File: config.mk
export PLATFORM = sky130hd
export DESIGN_NAME = err_sec_classifier
export DESIGN_NICKNAME = d
export VERILOG_FILES = /design/src/rtl/esc_pkg.sv /design/src/rtl/esc_event_counter.sv /design/src/rtl/esc_grader.sv /design/src/rtl/esc_tally.sv /design/src/rtl/err_sec_classifier.sv
export SDC_FILE = /design/constraint.sdc
export NUM_CORES = 1
export LEC_CHECK = 0
export BUFFER_PORTS_ARGS = -buffer_cell sky130_fd_sc_hd__buf_2
export CORE_AREA = 10 10 108 110
export DETAILED_ROUTE_END_ITERATION = 6
export DIE_AREA = 0 0 118 120
export GPL_TIMING_DRIVEN = 0
export PLACE_DENSITY_LB_ADDON = 0.08
export SLEW_MARGIN = 40
export SYNTH_ARGS = -nofsm -noshare
export SYNTH_HDL_FRONTEND = slang
export SYNTH_HIERARCHICAL = 1
export SYNTH_SLANG_ARGS = --single-unit
File: constraint.sdc
create_clock -name clk -period 3.4 [get_ports clk]
set_input_delay 0.34 -clock clk [delete_from_list [all_inputs] [get_ports clk]]
set_output_delay 0.34 -clock clk [all_outputs]
set_load 0.02 [all_outputs]
File: src/rtl/esc_pkg.sv
package esc_pkg;
   typedef enum logic [1:0] {
      BES_OFF_A = 2'b00,
      BES_BAND  = 2'b01,
      BES_OFF_B = 2'b10,
      BES_OFF_C = 2'b11
   } bes_mode_e;

   localparam int unsigned GRADE_N = 3;
   localparam int unsigned G_ES  = 0;
   localparam int unsigned G_SES = 1;
   localparam int unsigned G_BES = 2;
endpackage

File: src/rtl/esc_event_counter.sv
module esc_event_counter #(
   parameter int unsigned CNT_W = 16
) (
   input  logic             clk,
   input  logic             rst_n,
   input  logic             evt,
   input  logic             tick,
   output logic [CNT_W-1:0] count
);
   localparam logic [CNT_W-1:0] CNT_MAX = {CNT_W{1'b1}};

   always_ff @(posedge clk) begin
      if (!rst_n)
         count <= '0;
      else if (tick)
         count <= evt ? CNT_W'(1) : '0;
      else if (evt && count != CNT_MAX)
         count <= count + CNT_W'(1);
   end
endmodule

File: src/rtl/esc_grader.sv
module esc_grader
   import esc_pkg::*;
#(
   parameter int unsigned CNT_W     = 16,
   parameter int unsigned ES_THR_W  = 8,
   parameter int unsigned SES_THR_W = 16
) (
   input  logic [CNT_W-1:0]     count,
   input  logic [ES_THR_W-1:0]  es_lim,
   input  logic [SES_THR_W-1:0] ses_lim,
   input  logic [1:0]           mode,
   output logic [GRADE_N-1:0]   grade
);
   localparam int unsigned CMP_W =
      (CNT_W > ES_THR_W) ? ((CNT_W > SES_THR_W) ? CNT_W : SES_THR_W)
                         : ((ES_THR_W > SES_THR_W) ? ES_THR_W : SES_THR_W);

   logic [CMP_W-1:0] cnt_x, es_x, ses_x;
   logic             over_es, over_ses;

   always_comb begin
      cnt_x    = CMP_W'(count);
      es_x     = CMP_W'(es_lim);
      ses_x    = CMP_W'(ses_lim);
      over_es  = cnt_x > es_x;
      over_ses = cnt_x > ses_x;
      grade[G_ES]  = over_es;
      grade[G_SES] = over_ses;
      grade[G_BES] = (bes_mode_e'(mode) == BES_BAND) && over_es && !over_ses;
   end
endmodule

File: src/rtl/esc_tally.sv
module esc_tally #(
   parameter int unsigned TOT_W = 16
) (
   input  logic             clk,
   input  logic             rst_n,
   input  logic             inc,
   output logic [TOT_W-1:0] total
);
   localparam logic [TOT_W-1:0] TOT_MAX = {TOT_W{1'b1}};

   always_ff @(posedge clk) begin
      if (!rst_n)
         total <= '0;
      else if (inc && total != TOT_MAX)
         total <= total + TOT_W'(1);
   end
endmodule

File: src/rtl/err_sec_classifier.sv
module err_sec_classifier
   import esc_pkg::*;
#(
   parameter int unsigned CNT_W     = 16,
   parameter int unsigned ES_THR_W  = 8,
   parameter int unsigned SES_THR_W = 16,
   parameter int unsigned TOT_W     = 16
) (
   input  logic                 clk,
   input  logic                 rst_n,
   input  logic                 err_evt,
   input  logic                 sec_tick,
   input  logic [ES_THR_W-1:0]  es_thresh,
   input  logic [SES_THR_W-1:0] ses_thresh,
   input  logic [1:0]           bes_mode,
   output logic                 es_flag,
   output logic                 ses_flag,
   output logic                 bes_flag,
   output logic                 grade_valid,
   output logic [TOT_W-1:0]     es_total,
   output logic [TOT_W-1:0]     ses_total,
   output logic [TOT_W-1:0]     bes_total
);
   generate
      if (CNT_W < 1 || CNT_W > 32)
         $error("CNT_W must lie in 1..32");
      if (ES_THR_W < 1 || SES_THR_W < 1)
         $error("threshold widths must be positive");
      if (TOT_W < 1 || TOT_W > 32)
         $error("TOT_W must lie in 1..32");
   endgenerate

   logic [CNT_W-1:0]   evt_count;
   logic [GRADE_N-1:0] grade_now;
   logic [GRADE_N-1:0] grade_q;
   logic               valid_q;
   logic [TOT_W-1:0]   totals [GRADE_N];

   esc_event_counter #(.CNT_W(CNT_W)) u_cnt (
      .clk   (clk),
      .rst_n (rst_n),
      .evt   (err_evt),
      .tick  (sec_tick),
      .count (evt_count)
   );

   esc_grader #(
      .CNT_W     (CNT_W),
      .ES_THR_W  (ES_THR_W),
      .SES_THR_W (SES_THR_W)
   ) u_grade (
      .count   (evt_count),
      .es_lim  (es_thresh),
      .ses_lim (ses_thresh),
      .mode    (bes_mode),
      .grade   (grade_now)
   );

   always_ff @(posedge clk) begin
      if (!rst_n) begin
         grade_q <= '0;
         valid_q <= 1'b0;
      end else begin
         valid_q <= sec_tick;
         if (sec_tick)
            grade_q <= grade_now;
      end
   end

   for (genvar g = 0; g < GRADE_N; g++) begin : g_tally
      esc_tally #(.TOT_W(TOT_W)) u_tally (
         .clk   (clk),
         .rst_n (rst_n),
         .inc   (sec_tick & grade_now[g]),
         .total (totals[g])
      );
   end

   assign es_flag     = grade_q[G_ES];
   assign ses_flag    = grade_q[G_SES];
   assign bes_flag    = grade_q[G_BES];
   assign grade_valid = valid_q;
   assign es_total    = totals[G_ES];
   assign ses_total   = totals[G_SES];
   assign bes_total   = totals[G_BES];
endmodule

==> results_dict.tcl <==
set metrics [dict create \
    outcome "finished clean" \
    nFillCells 977 \
    hpwl_um 8310 \
    hp-start "err_evt" \
    hp-class "in2reg" \
    setup_ws_ns 0.231 \
    whs_path_depth 2 \
    start_util_pct 43.4 \
    gr-total-overflow 0 \
    tns_ns 0 \
    ys_seq_area_share_pct 32.8 \
    multi_input_area_mm2 0.00258 \
    synth-edff-count 0 \
    grt_antenna_before_repair 0 \
    fin_worst_skew_ns 0.0124 \
    wl_per_cell_um 15.3 \
    drt-total-wl_um 11100 \
    row_count 36 \
    dp_slack_ns 0.207 \
    ys_async_sr_fraction_pct 0 \
    die_y_um 120 \
    finalCriticalPeriod_ns 3.17 \
    clk_pin_slew_worst_paths_ns 0.08 \
    max_freq_mhz 316 \
    worstSkewPairLatency_ns 0.34 \
    core_area_mm2 0.00955 \
    ant_nets 0 \
    cellPowerDensity_mw_per_mm2 299 \
    drive_gt1_share_pct 20.6 \
    fin_nets 644 \
    cap_violations 0 \
    cts_hold_buf 0 \
    clockBufferDepth 2 \
    dr_total_vias 4075 \
    r2r_cells 10 \
    drc 0 \
    synth_cells 494 \
    grt_max_degree 27 \
    place.gp.congestion 0.836 \
    io_buffer_count 81 \
    power_leakage_nw 2.01 \
    register_area_mm2 0.00136 \
    irDropWorstVdd_uv 197 \
    setup_viol 0 \
    final.period_utilization_pct 93.2 \
    rsz0062_at_grt "no" \
    dr.pass1.iters 6 \
    r2r_end "g_tally[2].u_tally/total[13]" \
    cts_made_buffers 9 \
    grt_usage_pct 15.6 \
    worstPathRequired_ns 3.67 \
    cts_tree "done" \
    yosysWarnings 6 \
    syn_to_final_growth_pct 18.1 \
    finalHoldViolations 0 \
    worst_pin_slew_ns 0.698 \
    syn-num-nets 552 \
    synth_seq_cells 68 \
    min_to "u_cnt/count[0]" \
    crit_fanout 10 \
    synth_area_mm2 0.00415 \
    dp_cells 708 \
    fp.dieW_um 118 \
    cts-root-buf "clkbuf_8" \
    regToRegSetupSlack_ns 0.23 \
    synthDistinctLibCells 47 \
    crit_arrival_ns 3.44 \
    grt_pass1_vias 3992 \
    ys.flop_type "dfxtp_1" \
    ioPinCount 82 \
    viasPerCell 5.62 \
    cts-htree-levels 3 \
    power.total_mw 1.47 \
    slew_headroom_pct 53.1 \
    fp.dieArea_mm2 0.0142 \
    cp-start-kind "register" \
    timing.rr.start "u_cnt/count[13]" \
    critPathKind "reg2reg" \
    grt_pass1_wl_um 19000 \
    layout.cells.non_filler 725 \
    critPathCaptureType "register" \
    avgSynthCellArea_um2 8.40 \
    slew_viol_final 0 \
    cts.sinks 68 \
    drtIter0Drc 153 \
]
-- flip-flops by register name, indices dropped and copies added, names as in the netlist --
signal                 cells
g_tally.u_tally/total     48
grade_q                    3
grade_valid                1
u_cnt/count               16
-- metrics by stage --
stage	hold WS [ns]	instance area [um^2]	utilization [%]
after floorplan	0.458	4150	-
after global placement	0.495	4720	49.4
after detailed placement	0.499	4720	49.4
after CTS	0.297	4890	51.2
after global routing	0.326	4900	51.3
final	0.321	4900	51.3
-- area by class of cell --
type	instances	area share (%)
flip-flops and latches	68	27.8
well taps	133	3.40
diodes	1	0.0511
inverters	40	3.06
clock inverters	5	0.562
clock buffers	11	2.89
repair buffers	81	8.27
multi-input cells	374	52.6
plain buffers	12	1.35
-- layout by cell type, fill, tap and decap left out, types with 4 or more instances in the layout --
| cell type | Yosys | final |
|---|---|---|
| buf_2 | 2 | 83 |
| dfxtp_1 | 68 | 67 |
| a21oi_1 | 47 | 47 |
| nand2_1 | 41 | 41 |
| inv_1 | 40 | 40 |
| nand3_1 | 30 | 30 |
| ha_1 | 28 | 28 |
| or4_1 | 22 | 22 |
| o31ai_1 | 21 | 21 |
| nor2_1 | 19 | 19 |
| o21ai_0 | 19 | 19 |
| nand4_1 | 16 | 16 |
| nor4_1 | 14 | 13 |
| nor3_1 | 11 | 11 |
| clkbuf_8 | 0 | 10 |
| and4_1 | 10 | 10 |
| mux2i_1 | 10 | 10 |
| or3_1 | 9 | 9 |
| nand2b_1 | 8 | 8 |
| clkbuf_1 | 5 | 6 |
| nor2b_1 | 5 | 5 |
| nor4_2 | 4 | 5 |
| buf_4 | 5 | 5 |
| o211a_1 | 5 | 5 |
| o21a_1 | 4 | 4 |
| clkinv_2 | 0 | 4 |
| nand4_4 | 4 | 4 |
| o41ai_1 | 4 | 4 |
| nand3b_1 | 4 | 4 |
| nor3b_1 | 4 | 4 |
-- worst max-delay path by stage --
stage / start / to / slack (ns) / depth (start not counted)
after floorplan: ses_thresh[14] / g_tally[2].u_tally/total[6] / 0.64 / 12
after global placement: ses_thresh[14] / g_tally[2].u_tally/total[9] / 0.25 / 12
after detailed placement: u_cnt/count[7] / g_tally[2].u_tally/total[13] / 0.21 / 10
after CTS: u_cnt/count[7] / g_tally[2].u_tally/total[13] / 0.19 / 10
after global routing: u_cnt/count[13] / g_tally[2].u_tally/total[13] / 0.002 / 10
final: u_cnt/count[13] / g_tally[2].u_tally/total[13] / 0.23 / 10
-- routing by layer --
layer | routed length, um | vias up | global-route usage, %
met2 | 5160 | 92 | 25.9
li1 | - | 2068 | -
met4 | 88 | 0 | 4.17
met5 | 0 | - | 0
met1 | 5230 | 1905 | 19.3
met3 | 629 | 10 | 4.74
-- cells in the mapped netlist, types with 5 or more instances --
master	number	area [um^2]
or3_1	9	56.3
clkbuf_1	5	18.8
nor2b_1	5	31.3
mux2i_1	10	100
nand4_1	16	100
and4_1	10	87.6
o21ai_0	19	95.1
buf_4	5	37.5
ha_1	28	350
nand2b_1	8	50.1
or4_1	22	165
a21oi_1	47	235
nor2_1	19	71.3
nor4_1	14	87.6
nor3_1	11	55.1
o211a_1	5	50.1
inv_1	40	150
nand2_1	41	154
o31ai_1	21	158
nand3_1	30	150
dfxtp_1	68	1360
-- where the power goes --
| part | total (mW) | internal, mW | switching (mW) | leakage [nW] |
|---|---|---|---|---|
| Clock | 0.593 | 0.280 | 0.313 | 0.0889 |
| Combinational | 0.0726 | 0.0297 | 0.0430 | 1.37 |
| Sequential | 0.800 | 0.798 | 0.00192 | 0.548 |
| Total | 1.47 | 1.11 | 0.358 | 2.01 |
-- logic make-up after synthesis --
family / Yosys count / synth area share (%)
xor gates and xnor gates: 6 / 1.27
muxes: 10 / 2.41
and+or+nand+nor: 213 / 31.9
AOI/OAI and AO/OA: 117 / 17.9
buffers and inverters: 52 / 5.22
DFF: 68 / 32.8
adders and majority gates: 28 / 8.44
-- timing repair --
item / CTS / global route
buffers inserted: 0 / 0
setup endpoints to repair: 0 / 5
resized for setup: 0 / 2
endpoints found under the hold margin: 0 / 0
-- critical path, stage by stage (launching register included) --
cell and delay, ns:
dfxtp_1 0.49, ha_1 0.31, nand4_1 0.16, nor2_1 0.07
a221o_1 0.32, o31a_1 0.36, nor4bb_2 0.27, and2_4 0.23
nand2_1 0.23, or4_1 0.53, a21oi_1 0.14
(Power assumes the default switching activity.)
